--- src/rtl/pll_reprog_seq.sv ---
module pll_reprog_seq #(
  parameter int REF_MHZ      = 4,
  parameter int SETTLE_US    = 5,
  parameter int LOCK_PERIODS = 500,
  parameter int F_W          = 13,
  parameter int R_W          = 6,
  parameter int OD_W         = 3
) (
  input  logic           clk,
  input  logic           rst_n,
  input  logic           start,
  input  logic [F_W:0]   f_val,
  input  logic [R_W:0]   r_val,
  input  logic [OD_W:0]  od_val,
  output logic           wr_en,
  output logic           wr_addr,
  output logic [31:0]    wr_data,
  output logic           busy,
  output logic           done
);
  localparam int SETTLE_CYC = REF_MHZ * SETTLE_US;
  localparam int LOCK_MAX   = LOCK_PERIODS * (1 << R_W);
  localparam int CNT_W      = $clog2(LOCK_MAX + SETTLE_CYC + 1);
  localparam int F_LSB      = 4;
  localparam int BW_LSB     = 20;
  localparam int B_RST      = 28;
  localparam int B_FAST     = 27;
  localparam int B_SAT      = 26;
  localparam int B_BYP      = 25;

  typedef enum logic [2:0] {
    S_IDLE, S_HOLD, S_DIV, S_SETTLE, S_REL, S_LOCK, S_FIN
  } state_t;

  state_t           st;
  logic [F_W-1:0]   f_enc;
  logic [R_W-1:0]   r_enc;
  logic [OD_W-1:0]  od_enc;
  logic [CNT_W-1:0] cnt;
  logic [CNT_W-1:0] lock_len;
  logic [31:0]      ctl0_img;
  logic [31:0]      ctl1_base;

  assign lock_len  = CNT_W'(LOCK_PERIODS) * (CNT_W'(r_enc) + CNT_W'(1));
  assign ctl0_img  = (32'(f_enc >> 1) << BW_LSB) | (32'(f_enc) << F_LSB) | 32'(od_enc);
  assign ctl1_base = 32'(r_enc) | (32'd1 << B_SAT);

  always_ff @(posedge clk) begin
    if (!rst_n) begin
      st     <= S_IDLE;
      cnt    <= '0;
      f_enc  <= '0;
      r_enc  <= '0;
      od_enc <= '0;
    end else begin
      case (st)
        S_IDLE: if (start) begin
          f_enc  <= F_W'(f_val - 1'b1);
          r_enc  <= R_W'(r_val - 1'b1);
          od_enc <= OD_W'(od_val - 1'b1);
          st     <= S_HOLD;
        end
        S_HOLD: st <= S_DIV;
        S_DIV: begin
          cnt <= CNT_W'(SETTLE_CYC - 1);
          st  <= S_SETTLE;
        end
        S_SETTLE: if (cnt == '0) st <= S_REL; else cnt <= cnt - 1'b1;
        S_REL: begin
          cnt <= lock_len - 1'b1;
          st  <= S_LOCK;
        end
        S_LOCK: if (cnt == '0) st <= S_FIN; else cnt <= cnt - 1'b1;
        S_FIN: st <= S_IDLE;
        default: st <= S_IDLE;
      endcase
    end
  end

  always_comb begin
    wr_en   = 1'b0;
    wr_addr = 1'b1;
    wr_data = '0;
    case (st)
      S_HOLD: begin
        wr_en   = 1'b1;
        wr_data = ctl1_base | (32'd1 << B_RST) | (32'd1 << B_BYP);
      end
      S_DIV: begin
        wr_en   = 1'b1;
        wr_addr = 1'b0;
        wr_data = ctl0_img;
      end
      S_REL: begin
        wr_en   = 1'b1;
        wr_data = ctl1_base | (32'd1 << B_FAST) | (32'd1 << B_BYP);
      end
      S_FIN: begin
        wr_en   = 1'b1;
        wr_data = ctl1_base;
      end
      default: ;
    endcase
  end

  assign busy = (st != S_IDLE);
  assign done = (st == S_FIN);
endmodule

--- config.mk ---
export PLATFORM = sky130hd
export DESIGN_NAME = pll_reprog_seq
export DESIGN_NICKNAME = d
export VERILOG_FILES = /design/src/rtl/pll_reprog_seq.sv
export SDC_FILE = /design/constraint.sdc
export NUM_CORES = 1
export LEC_CHECK = 0
export ABC_AREA = 1
export ABC_CLOCK_PERIOD_IN_PS = 13400
export CAP_MARGIN = 5
export CORE_ASPECT_RATIO = 0.7
export CORE_UTILIZATION = 25
export DETAILED_ROUTE_END_ITERATION = 8
export DONT_BUFFER_PORTS = 1
export PLACE_DENSITY_LB_ADDON = 0.15
export SKIP_CTS_REPAIR_TIMING = 1
export SYNTH_ARGS = -nofsm -noshare
export SYNTH_HDL_FRONTEND = slang
export SYNTH_SLANG_ARGS = --single-unit
--- constraint.sdc ---
create_clock -name clk -period 13.4 [get_ports clk]
set_input_delay 0.67 -clock clk [delete_from_list [all_inputs] [get_ports clk]]
set_output_delay 0.67 -clock clk [all_outputs]
set_load 0.01 [all_outputs]
# == Word level (Yosys, flattened, before mapping) ==
# Cells that the tools add are included.
# word_totals
register_bits,40
in_bits,28
out_inout_bits,36
elab_cells,42
# classes
add_sub_neg,6
mul,1
n_eq_ne,10
mux,9
n_bitwise,2
n_reduce_logical,9
# ops
cell,count
case mux 32 bit (4 select lines),1
case mux 15 bit (3 select lines),1
bitwise OR 32 x 17 -> 32 bit,1
bitwise OR 32 x 3 -> 32 bit,1
"subtractor 15 x 1 -> 15 bit, second input constant",2
case mux 3 bit (6 select lines),1
zero test 15 bit,1
two-way mux 15 bit,1
"multiplier 7 x 7 -> 13 bit, first input constant",1
"subtractor 13 x 1 -> 13 bit, second input constant",1
"equality test 3 bit, second input constant",3
two-way mux 3 bit,3
"inequality test 2 bit, second input constant",4
"adder 6 x 1 -> 7 bit, second input constant",1
"equality test 3 x 2 -> 1 bit, second input constant",2
nonzero test 3 bit,2
"subtractor 6 x 1 -> 6 bit, second input constant",1
AND reduction 2 bit,2
OR reduction 4 bit,1
"equality test 3 x 1 -> 1 bit, second input constant",1
zero test 3 bit,1
AND reduction 3 bit,1
"subtractor 3 x 1 -> 3 bit, second input constant",1
two-way mux 1 bit,2
OR reduction 2 bit,1

# == Depth between registers and ports, before layout ==
# depth
ltp_word,4
depth_mapped,27
mapped_depth_nobuf,27

# == Worst setup path before layout ==
# Ideal clock, no wire load.
# synth_path
path_type,reg-to-reg
from,reg r_enc[0]
to,reg cnt[13]
setup_time_ns,0.132
t_arrival_ns,4.520
required_time_ns,13.268
path_slack_ns,8.748
stages_incl_launch_ff,26
n_path_buf,0
period_less_slack_ns,4.652
path_cell_list,dfxtp_1 > inv_1 > nor3_2 > nand3_1 > xor2_1 > inv_1 > fa_1 > inv_1 > ha_1 > xnor2_1 > fa_1 > inv_1 > ha_1 > ha_1 > nand2_1 > inv_1 > a21oi_1 > nand2_1 > nand2_1 > nand2_1 > nor2_1 > nand3_1 > nand3_1 > nand2_1 > nand2_1 > a21oi_1
# synth_between
elab_chain_len,4
# synth_rtl
element,line,source
from (decl),37,logic [R_W-1:0] r_enc;
from (signal assigned),59,r_enc <= R_W'(r_val - 1'b1);
adder 6 x 1 -> 7 bit,44,assign lock_len = CNT_W'(LOCK_PERIODS) * (CNT_W'(r_enc) + CNT_W'(1));
multiplier 7 x 7 -> 13 bit,44,
subtractor 15 x 1 -> 15 bit,70,cnt <= lock_len - 1'b1;
case mux 15 bit (3 select lines),56,case (st)
to (signal assigned),65,cnt <= CNT_W'(SETTLE_CYC - 1);
to (signal assigned),70,
to (decl),39,logic [CNT_W-1:0] cnt;
# No other way between the ends.
# A chain may end at the register's enable or synchronous reset.

# == Worst setup path after layout ==
# Ends and elaborated chain as after synthesis.

==> impl_metrics.py <==
metrics = {
    "run_status": {
        "status": "complete, no violations",
    },
    "timing": {
        "finalHoldViolCount": 0,
        "rsz0062_at_grt": "no",
        "timing.fmax_ghz": 0.183,
        "tns_ns": 0,
        "setup_viol": 0,
        "relSlewSlack_pct": 38.9,
        "finalWorstPathRequiredPeriod_ns": 5.48,
        "worst-slew-pin-transition_ns": 0.914,
        "skew_ns": 0.00560,
        "fin_crit_sh_pct": 40.9,
        "report.final.slew_viol_count": 0,
    },
    "clock_tree": {
        "clock_latency_ns": 0.29,
        "cts_buffers": 5,
        "clk_path_buf_depth": 2,
        "ctsRootBufferMaster": "clkbuf_16",
        "cts_tree": "yes",
        "clkTransAtPathRegs_ns": 0.06,
        "htree_levels": 2,
        "clock-sinks": 40,
    },
    "placed_design": {
        "dpl.hpwl_um": 8080,
        "place.gp.congestion": 0.798,
        "io_buffers": 0,
    },
    "yosys": {
        "syn_avg_cell_area_sq_um": 6.54,
        "ys_seq_elements": 40,
        "netlist_instances": 609,
        "synth_seq_area_share_pct": 20.1,
        "syn-cell-area_sq_um": 3980,
        "yosysWarnings": 0,
        "synthDistinctLibCells": 41,
    },
    "floorplan": {
        "core_area_sq_um": 15500,
        "ioPinCount": 64,
        "start_util_pct": 25.6,
        "rows": 38,
        "die_w_um": 153,
        "fp.dieH_um": 108,
        "dieArea_sq_um": 16400,
    },
    "worst_setup_path": {
        "worst-endpoint-required_ns": 13.61,
        "crit_type": "flip-flop to flip-flop",
        "worstPathMaxFanout": 9,
        "cp_data_arrival_time_ns": 5.69,
        "end_kind": "flip-flop",
        "start_kind": "flip-flop",
    },
    "layout": {
        "syn2layout_area_growth_pct": 7.61,
        "fin_util_pct": 27.5,
        "drive_above_1_share_pct": 5.03,
        "num_antenna_cells": 0,
        "mostFrequentLayoutCells": "117 x inv_1, 98 x nand2_1, 72 x nor2_1",
        "final_common_cell": "inv_1",
        "nNetsFinal": 672,
    },
    "route": {
        "wirelength_um": 10200,
        "route.vias.total": 3532,
        "ant_nets": 0,
        "vias_per_cell": 4.44,
        "drt_iter0_drc": 135,
        "drt-pass1-iter-count": 6,
        "drc": 0,
        "routedWlPerCell_um": 12.8,
    },
    "job": {
        "maxCapViolCount": 0,
    },
    "grt": {
        "grt_pass1_wl_um": 16600,
        "grt_usage_pct": 12.8,
        "gr-total-overflow": 0,
        "first_global_vias": 3248,
        "grt_max_degree": 34,
        "antenna_found_initial": 0,
    },
    "min_path": {
        "hold_path.class": "flip-flop to flip-flop",
    },
}
==> synth_stat cells (all sizes together) <==
cell,n,area (sq um)
inv,120,450
nand2,103,399
nor2,75,297
o21ai,49,245
a21oi,41,209
dfxtp,40,801
ha,38,475
nand3,35,175
xor2,21,191
buf,15,114
fa,11,220
clkbuf,9,33.8
nor3,9,55.1
a31oi,7,43.8
o22ai,5,31.3
or2,5,31.3
xnor2,5,43.8
nand3b,4,30.0
o211ai,3,22.5
a221oi,2,17.5
nand4,2,12.5
a2111oi,1,15.0
a211oi,1,7.51
a21o,1,7.51
a31o,1,8.76
a32oi,1,8.76
conb,1,3.75
nor3b,1,7.51
o21bai,1,7.51
o221ai,1,8.76
or3,1,6.26
==> kinds of logic (layout without fill, tap and decap cells) <==
family / count (synthesis) / in the layout / synth area share, %
and+or+nand+nor: 235 / 235 / 25.5
buffers and inverters: 144 / 129 / 15.0
AOI/OAI and AO/OA: 114 / 114 / 15.9
adders and majority gates: 49 / 49 / 17.5
DFF: 40 / 40 / 20.1
xor gates and xnor gates: 26 / 26 / 5.91
other: 1 / 3 / 0.0942
==> sequential cells by signal, summed over array words and instances (netlist names) <==
name / cells
cnt: 15
f_enc: 13
od_enc: 3
r_enc: 6
st: 3
==> cell type report <==
type                       instances  area (sq um)
clock buffer                       7           153
clock inverter                     1          30.0
fill                            1707         11300
inverter                         120           450
multi-input combinational        427          2590
sequential                        40           801
tap                              200           250
timing repair buffer               1          7.51
==> critical path, cell delays in order (launching register included) <==
cell and delay [ns]:
dfxtp_1 0.64, ha_1 0.35, nand2_1 0.17, inv_1 0.17, nand3_1 0.11, nor2_1 0.35
inv_1 0.12, fa_1 0.47, inv_1 0.09, ha_1 0.26, xnor2_1 0.17, fa_1 0.55
inv_1 0.04, ha_1 0.29, ha_1 0.36, nand2_1 0.13, inv_1 0.05, a21oi_1 0.19
nand2_1 0.07, nand2_1 0.06, nand2_1 0.10, nor2_1 0.14, nand2_1 0.07, nand2_1 0.06
nand3_1 0.09, nand2_1 0.11, nand2_1 0.05, a21oi_1 0.13
==> path summary, 6_finish.rpt <==
check                                from   endpoint  slack (ns)  cells past startpoint
worst min register to register  od_enc[2]  od_enc[2]        0.45                      2
worst min-delay path            od_enc[2]  od_enc[2]        0.45                      2
worst max-delay path             r_enc[0]    cnt[13]        7.92                     27
worst max register to register   r_enc[0]    cnt[13]        7.92                     27
==> per-layer routing <==
metal  vias up  wire [um]  track usage, %  share of wire [%]
met5         -          0               0                  0
met4         0        112            3.90                1.1
met3         7        443            3.34                4.3
met2        40       3840            17.0                 38
met1      1583       5830            19.5                 57
li1       1902          -               -                  -
==> stage by stage <==
stage	setup slack (ns)	hold WS [ns]	instance area, sq um	std cells
final	7.92	0.455	4280	796
after global routing	7.55	0.451	4280	796
after CTS	7.93	0.449	4280	796
after detailed placement	7.97	0.445	4100	788
after global placement	7.99	0.438	4100	788
after floorplan	8.75	0.430	3990	611
Power is left out: the tool's default activity adds up to more than one toggle a clock period on the data nets, which glitch-free logic cannot reach.
